## config.mk

```make
export PLATFORM = sky130hd
export DESIGN_NAME = iso_seg_segmenter
export DESIGN_NICKNAME = d
export VERILOG_FILES = /design/src/rtl/iso_seg_pkg.sv /design/src/rtl/iso_seg_cfg_decode.sv /design/src/rtl/iso_seg_blk_track.sv /design/src/rtl/iso_seg_stamp_fmt.sv /design/src/rtl/iso_seg_segmenter.sv
export SDC_FILE = /design/constraint.sdc
export NUM_CORES = 1
export LEC_CHECK = 0
export ABC_AREA = 1
export BUFFER_PORTS_ARGS = -buffer_cell sky130_fd_sc_hd__buf_2
export CAP_MARGIN = 20
export CORE_ASPECT_RATIO = 0.7
export CORE_MARGIN = 2
export CORE_UTILIZATION = 57
export DETAILED_ROUTE_END_ITERATION = 6
export PLACE_DENSITY = 0.92
export SLEW_MARGIN = 20
export SYNTH_ARGS = -nofsm -noshare
export SYNTH_HDL_FRONTEND = slang
export SYNTH_SLANG_ARGS = --single-unit
```

## constraint.sdc

```tcl
create_clock -name clk -period 3.72 [get_ports clk]
set_clock_uncertainty 0.2 [all_clocks]
set_input_delay 0.372 -clock clk [delete_from_list [all_inputs] [get_ports clk]]
set_output_delay 0.372 -clock clk [all_outputs]
set_load 0.02 [all_outputs]
```

## src/rtl/iso_seg_pkg.sv

```systemverilog
package iso_seg_pkg;

  typedef enum logic [2:0] {
    S_IDLE  = 3'd0,
    S_STAMP = 3'd1,
    S_BODY  = 3'd2,
    S_ZERO  = 3'd3,
    S_DROP  = 3'd4
  } seg_state_e;

  localparam logic [1:0] MODE_MPEG = 2'b10;
  localparam logic [1:0] MODE_HDR  = 2'b11;

endpackage

```

## src/rtl/iso_seg_cfg_decode.sv

```systemverilog
module iso_seg_cfg_decode #(
  parameter int DBS_W = 8,
  parameter int FN_W  = 2,
  parameter int QPC_W = 3,
  parameter int TOT_W = 12
) (
  input  logic [DBS_W-1:0] blk_size,
  input  logic [FN_W-1:0]  blk_frac,
  input  logic [QPC_W-1:0] pad_cnt,
  input  logic             stamp_on,
  output logic [DBS_W:0]   blk_len,
  output logic [TOT_W-1:0] total,
  output logic [TOT_W-1:0] body_end,
  output logic             bad
);

  logic [TOT_W-1:0] n_blk;
  logic [TOT_W-1:0] pad_w;
  logic [TOT_W-1:0] len_w;
  logic             pad_vs_len;
  logic             pad_vs_cnt;
  logic             no_body;

  always_comb begin
    blk_len    = (blk_size == '0) ? ((DBS_W+1)'(1) << DBS_W) : {1'b0, blk_size};
    len_w      = TOT_W'(blk_len);
    n_blk      = TOT_W'(1) << blk_frac;
    total      = len_w << blk_frac;
    pad_w      = TOT_W'(pad_cnt);
    pad_vs_len = (pad_w >= len_w);
    pad_vs_cnt = (pad_w >= n_blk);
    no_body    = stamp_on && ((total - pad_w) == TOT_W'(1));
    bad        = pad_vs_len || pad_vs_cnt || no_body;
    body_end   = total - pad_w - TOT_W'(1);
  end

endmodule

```

## src/rtl/iso_seg_blk_track.sv

```systemverilog
module iso_seg_blk_track #(
  parameter int DBS_W = 8
) (
  input  logic           clk,
  input  logic           rst_n,
  input  logic           clear,
  input  logic           load,
  input  logic           step,
  input  logic [DBS_W:0] blk_len,
  output logic           blk_end
);

  logic [DBS_W:0] cnt_q;
  logic [DBS_W:0] len_q;

  assign blk_end = (cnt_q == len_q - (DBS_W+1)'(1));

  always_ff @(posedge clk or negedge rst_n) begin
    if (!rst_n) begin
      cnt_q <= '0;
      len_q <= (DBS_W+1)'(1);
    end else if (clear) begin
      cnt_q <= '0;
    end else if (load) begin
      cnt_q <= '0;
      len_q <= blk_len;
    end else if (step) begin
      cnt_q <= blk_end ? '0 : cnt_q + (DBS_W+1)'(1);
    end
  end

endmodule

```

## src/rtl/iso_seg_stamp_fmt.sv

```systemverilog
module iso_seg_stamp_fmt #(
  parameter int DATA_W  = 32,
  parameter int STAMP_W = 25
) (
  input  logic [STAMP_W-1:0] stamp,
  output logic [DATA_W-1:0]  word
);

  generate
    if (DATA_W > STAMP_W) begin : g_pad
      assign word = {{(DATA_W-STAMP_W){1'b0}}, stamp};
    end else begin : g_cut
      assign word = stamp[DATA_W-1:0];
    end
  endgenerate

endmodule

```

## src/rtl/iso_seg_segmenter.sv

```systemverilog
module iso_seg_segmenter
  import iso_seg_pkg::*;
#(
  parameter int DATA_W  = 32,
  parameter int STAMP_W = 25,
  parameter int DBS_W   = 8,
  parameter int FN_W    = 2,
  parameter int QPC_W   = 3
) (
  input  logic               clk,
  input  logic               rst_n,
  input  logic               soft_clr,
  input  logic [1:0]         cfg_mode,
  input  logic               cfg_stamp_en,
  input  logic [QPC_W-1:0]   cfg_pad_cnt,
  input  logic [FN_W-1:0]    cfg_blk_frac,
  input  logic [DBS_W-1:0]   cfg_blk_size,
  input  logic [STAMP_W-1:0] cycle_time,
  input  logic               in_valid,
  output logic               in_ready,
  input  logic [DATA_W-1:0]  in_data,
  input  logic               in_last,
  output logic               out_valid,
  input  logic               out_ready,
  output logic [DATA_W-1:0]  out_data,
  output logic               out_block_last,
  output logic               out_pkt_last,
  output logic               config_error
);

  localparam int MAX_SH = (1 << FN_W) - 1;
  localparam int TOT_W  = DBS_W + 1 + MAX_SH;

  seg_state_e         st_q;
  logic [TOT_W-1:0]   pos_q;
  logic [TOT_W-1:0]   total_q;
  logic [TOT_W-1:0]   body_end_q;
  logic [STAMP_W-1:0] stamp_q;

  logic               stamp_live;
  logic [DBS_W:0]     blk_len_live;
  logic [TOT_W-1:0]   total_live;
  logic [TOT_W-1:0]   body_end_live;
  logic               cfg_bad;
  logic               start;
  logic               fire;
  logic               pkt_end;
  logic               body_full;
  logic               blk_end;
  logic [DATA_W-1:0]  stamp_word;

  // live decode of the configuration fields
  assign stamp_live = cfg_stamp_en || (cfg_mode == MODE_MPEG);

  iso_seg_cfg_decode #(
    .DBS_W (DBS_W),
    .FN_W  (FN_W),
    .QPC_W (QPC_W),
    .TOT_W (TOT_W)
  ) u_decode (
    .blk_size (cfg_blk_size),
    .blk_frac (cfg_blk_frac),
    .pad_cnt  (cfg_pad_cnt),
    .stamp_on (stamp_live),
    .blk_len  (blk_len_live),
    .total    (total_live),
    .body_end (body_end_live),
    .bad      (cfg_bad)
  );

  iso_seg_stamp_fmt #(
    .DATA_W  (DATA_W),
    .STAMP_W (STAMP_W)
  ) u_stamp (
    .stamp (stamp_q),
    .word  (stamp_word)
  );

  assign config_error = cfg_bad;
  assign start        = (st_q == S_IDLE) && in_valid && !cfg_bad && !soft_clr;
  assign pkt_end      = (pos_q == total_q - TOT_W'(1));
  assign body_full    = (pos_q == body_end_q);

  // stream steering per state
  always_comb begin
    out_valid = 1'b0;
    out_data  = '0;
    in_ready  = 1'b0;
    unique case (st_q)
      S_STAMP: begin
        out_valid = 1'b1;
        out_data  = stamp_word;
      end
      S_BODY: begin
        out_valid = in_valid;
        out_data  = in_data;
        in_ready  = out_ready;
      end
      S_ZERO: begin
        out_valid = 1'b1;
      end
      S_DROP: begin
        in_ready = 1'b1;
      end
      default: begin
        out_valid = 1'b0;
      end
    endcase
  end

  assign fire           = out_valid && out_ready;
  assign out_pkt_last   = out_valid && pkt_end;
  assign out_block_last = out_valid && blk_end;

  iso_seg_blk_track #(
    .DBS_W (DBS_W)
  ) u_blk (
    .clk     (clk),
    .rst_n   (rst_n),
    .clear   (soft_clr),
    .load    (start),
    .step    (fire),
    .blk_len (blk_len_live),
    .blk_end (blk_end)
  );

  always_ff @(posedge clk or negedge rst_n) begin
    if (!rst_n) begin
      st_q       <= S_IDLE;
      pos_q      <= '0;
      total_q    <= TOT_W'(1);
      body_end_q <= '0;
      stamp_q    <= '0;
    end else if (soft_clr) begin
      st_q  <= S_IDLE;
      pos_q <= '0;
    end else begin
      unique case (st_q)
        S_IDLE: begin
          if (start) begin
            pos_q      <= '0;
            total_q    <= total_live;
            body_end_q <= body_end_live;
            stamp_q    <= cycle_time;
            if (cfg_mode == MODE_HDR)
              st_q <= S_DROP;
            else if (stamp_live)
              st_q <= S_STAMP;
            else
              st_q <= S_BODY;
          end
        end
        S_STAMP: begin
          if (fire) begin
            pos_q <= pos_q + TOT_W'(1);
            st_q  <= S_BODY;
          end
        end
        S_BODY: begin
          if (fire) begin
            pos_q <= pos_q + TOT_W'(1);
            if (body_full)
              st_q <= pkt_end ? S_IDLE : S_ZERO;
            else if (in_last)
              st_q <= S_ZERO;
          end
        end
        S_ZERO: begin
          if (fire) begin
            pos_q <= pos_q + TOT_W'(1);
            if (pkt_end)
              st_q <= S_IDLE;
          end
        end
        S_DROP: begin
          if (in_valid && in_last)
            st_q <= S_IDLE;
        end
        default: st_q <= S_IDLE;
      endcase
    end
  end

endmodule

```

==> flow_metrics.tcl <==
set metrics [dict create \
    gr-usage-met2 0.425 \
    synth_edf_count 0 \
    pwr-share-seq 0.325 \
    irDropWorstVdd_mv 0.518 \
    power_mw 4.35 \
    routed_wl_um 15900 \
    crit_fanout 12 \
    grtUsageMet3 0.0616 \
    wire_per_inst_um 14.0 \
    worstReg2RegEnd "st_q[1]$_DFFE_PN0P_" \
    cts_setup_buffers 0 \
    route.detailed.drc 0 \
    switching_power_mw 1.83 \
    cts_htree_levels 3 \
    rsz0062_at_grt "no" \
    cp-start-kind "input pin" \
    port_buffers 115 \
    syn_avg_cell_area_um2 6.90 \
    clk_pin_slew_worst_paths_ns 0.06 \
    yosysUniqueCellTypes 44 \
    clockRootBuffer "clkbuf_16" \
    drive_above_1_share 0.200 \
    overflow 0 \
    synth_fp_nets 982 \
    synthCells 888 \
    vias_per_cell 5.33 \
    die-height_um 90.7 \
    drv_cap 0 \
    clock.fmax_mhz 282 \
    critPathKind "input pin to primary output" \
    start_util 0.589 \
    num_vias 6031 \
    seq_area_frac_synth 0.336 \
    post-route-min-period_ns 3.54 \
    tritoncts "yes" \
    power_density_nw_per_um2 611 \
    core_area_um2 10400 \
    chipWidth_um 128 \
    fin_util 0.686 \
    first_pass_iters 5 \
    diodes 0 \
    yosysMostFrequentCell "nand2_1" \
    hold_path_class "input pin to flip-flop" \
    cts_made_buffers 9 \
    yosysTopAreaCell "dfrtp_1" \
    grt.busiest_layer "met2" \
    p_int_mw 2.52 \
    r2r_cells 13 \
    slew_viol_final 0 \
    hold_slack_ns 0.0324 \
    tns_ns 0 \
    min_from "cycle_time[22]" \
    hpwlAfterDp_um 11800 \
    ios 116 \
    clk_latency_ns 0.34 \
    worstHoldEndpoint "stamp_q[22]$_DFFE_PN0P_" \
    clockBufferDepth 2 \
    ys_ff_latch 82 \
    p_comb_frac 0.449 \
    yosys.area.top_type_share 0.327 \
    fin_cells 1132 \
    place.gp.congestion 0.895 \
    clkPwrFrac 0.226 \
    min_path_cells 3 \
    grt_pass1_wl_um 26300 \
    cts_sinks 82 \
    r2r-start "total_q[0]$_DFFE_PN1P_" \
    synthTopCellsByCount "249 x nand2_1, 124 x inv_1, 80 x dfrtp_1, 80 x nor2_1, 69 x o21ai_0" \
    die-area_um2 11600 \
    final_hold_viol_count 0 \
    end_kind "primary output" \
    yosys_warnings 0 \
    antenna_found_initial 0 \
    tightest_slew_ns 0.755 \
    slew_headroom 0.497 \
    power.leakage_nw 3.70 \
    syn2layout_area_growth_pct 16.4 \
    synthTopCellsByArea "dfrtp_1 33%, nand2_1 15%, inv_1 7.6%, o21ai_0 5.6%, nor2_1 4.9%" \
    grt_usage 0.279 \
    status "finished clean" \
    crit_arrival_ns 2.97 \
    setup_violations 0 \
    postRouteAntennaNets 0 \
    finalCritPeriodShare 0.953 \
    final_nets 1089 \
    rows 31 \
    synthArstFlopShare 1.00 \
    placed_cells 1115 \
    rrSetupSlack_ns 0.83 \
    use_met1 0.402 \
    grt_pass1_vias 5467 \
    crit_required_ns 3.15 \
    ys.flop_type "dfrtp_1" \
    syn_area_um2 6120 \
    first_iter_violations 697 \
    p_sw_frac 0.421 \
    grt_max_degree 83 \
]
-- through the flow --
| step | area [um2] | setup slack [ns] |
|---|---|---|
| 2_1_floorplan | 6120 | 0.618 |
| 3_3_place_gp | 6760 | 0.119 |
| 3_5_place_dp | 6760 | -0.0229 |
| 4_1_cts | 7090 | 0.0235 |
| 5_1_grt | 7130 | 0.000442 |
| 6_report | 7130 | 0.177 |
-- worst max-delay path by stage --
stage                               start                 endpoint  slack, ns  cells past startpoint
after floorplan           cfg_blk_frac[0]  stamp_q[20]$_DFFE_PN0P_       0.62                     21
after global placement    cfg_blk_frac[0]     pos_q[9]$_DFFE_PN0P_       0.12                     19
after detailed placement  cfg_blk_frac[0]    pos_q[11]$_DFFE_PN0P_      -0.02                     19
after CTS                 cfg_blk_frac[0]             config_error       0.02                     16
after global routing      cfg_blk_frac[0]             config_error     0.0004                     17
final                     cfg_blk_frac[0]             config_error       0.18                     16
-- cells by family (layout without fill, tap and decap cells) --
kind of cell               Yosys count  in the layout  synth area share
and+or+nand+nor                    452            452             0.322
buffers and inverters              156            268             0.111
AOI/OAI and AO/OA                  128            128             0.115
DFF                                 82             82             0.336
xor gates and xnor gates            55             55            0.0844
adders and majority gates           15             15            0.0319
-- power by group through the flow --
| stage | clock (mW) | combinational (mW) | sequential, mW |
|---|---|---|---|
| after global routing | 1.03 | 2.21 | 1.45 |
| after detailed placement | 0 | 1.92 | 1.41 |
| after global placement | 0 | 1.85 | 1.41 |
| final | 0.985 | 1.95 | 1.41 |
| after CTS | 0.993 | 1.94 | 1.41 |
| after floorplan | 0 | 1.46 | 1.36 |
-- critical path, stage by stage --
cell	delay, ns
buf_2	0.18
inv_4	0.16
nand2_1	0.12
a21oi_4	0.18
fa_1	0.46
inv_1	0.11
ha_2	0.23
o21ai_0	0.12
a21oi_2	0.20
nand3_1	0.12
nor2_1	0.11
nand2_1	0.08
nor2_2	0.10
nand3_2	0.12
nand2_1	0.12
buf_2	0.17
-- final cells by class --
type,instances,area [um2]
inverter,128,483
clock buffer,10,239
clock inverter,6,90.1
fill,831,3270
multi-input combinational,650,3420
tap,132,165
timing repair buffer,124,677
sequential,82,2050
-- flip-flops by register name, summed over array words and instances (netlist names) --
register     count
stamp_q         25
body_end_q      12
pos_q           12
total_q         12
u_blk.cnt_q      9
u_blk.len_q      9
st_q             3
-- metal layers --
metal	routed length [um]	part of all wire	vias to the layer above
li1	-	-	3006
met1	7410	0.47	2790
met2	7230	0.46	208
met3	978	0.062	27
met4	255	0.016	0
met5	0	0	-
-- cell usage in the layout (no fill, tap or decap), drive strengths merged --
cell	instances
nand3	54
o21bai	1
nor2	87
nand3b	3
nand2	269
nand4	10
dlygate4sd3	1
nor3	16
o21ai	98
dfstp	2
nor4	3
buf	123
ha	14
clkinvlp	1
xnor3	2
o211ai	2
clkbuf	10
a31oi	2
nor3b	5
a22o	1
o31ai	1
bufinv	2
xnor2	19
xor2	34
a21boi	1
or2	5
fa	1
dfrtp	80
o22ai	1
a21oi	21
inv	127
clkinv	4
-- repair_timing --
item,CTS,global route
endpoints found under the hold margin,0,80
hold buffers,0,1
endpoints found under the setup margin,0,41
gates resized for setup,0,6
Power figures use the tool's default switching activity.
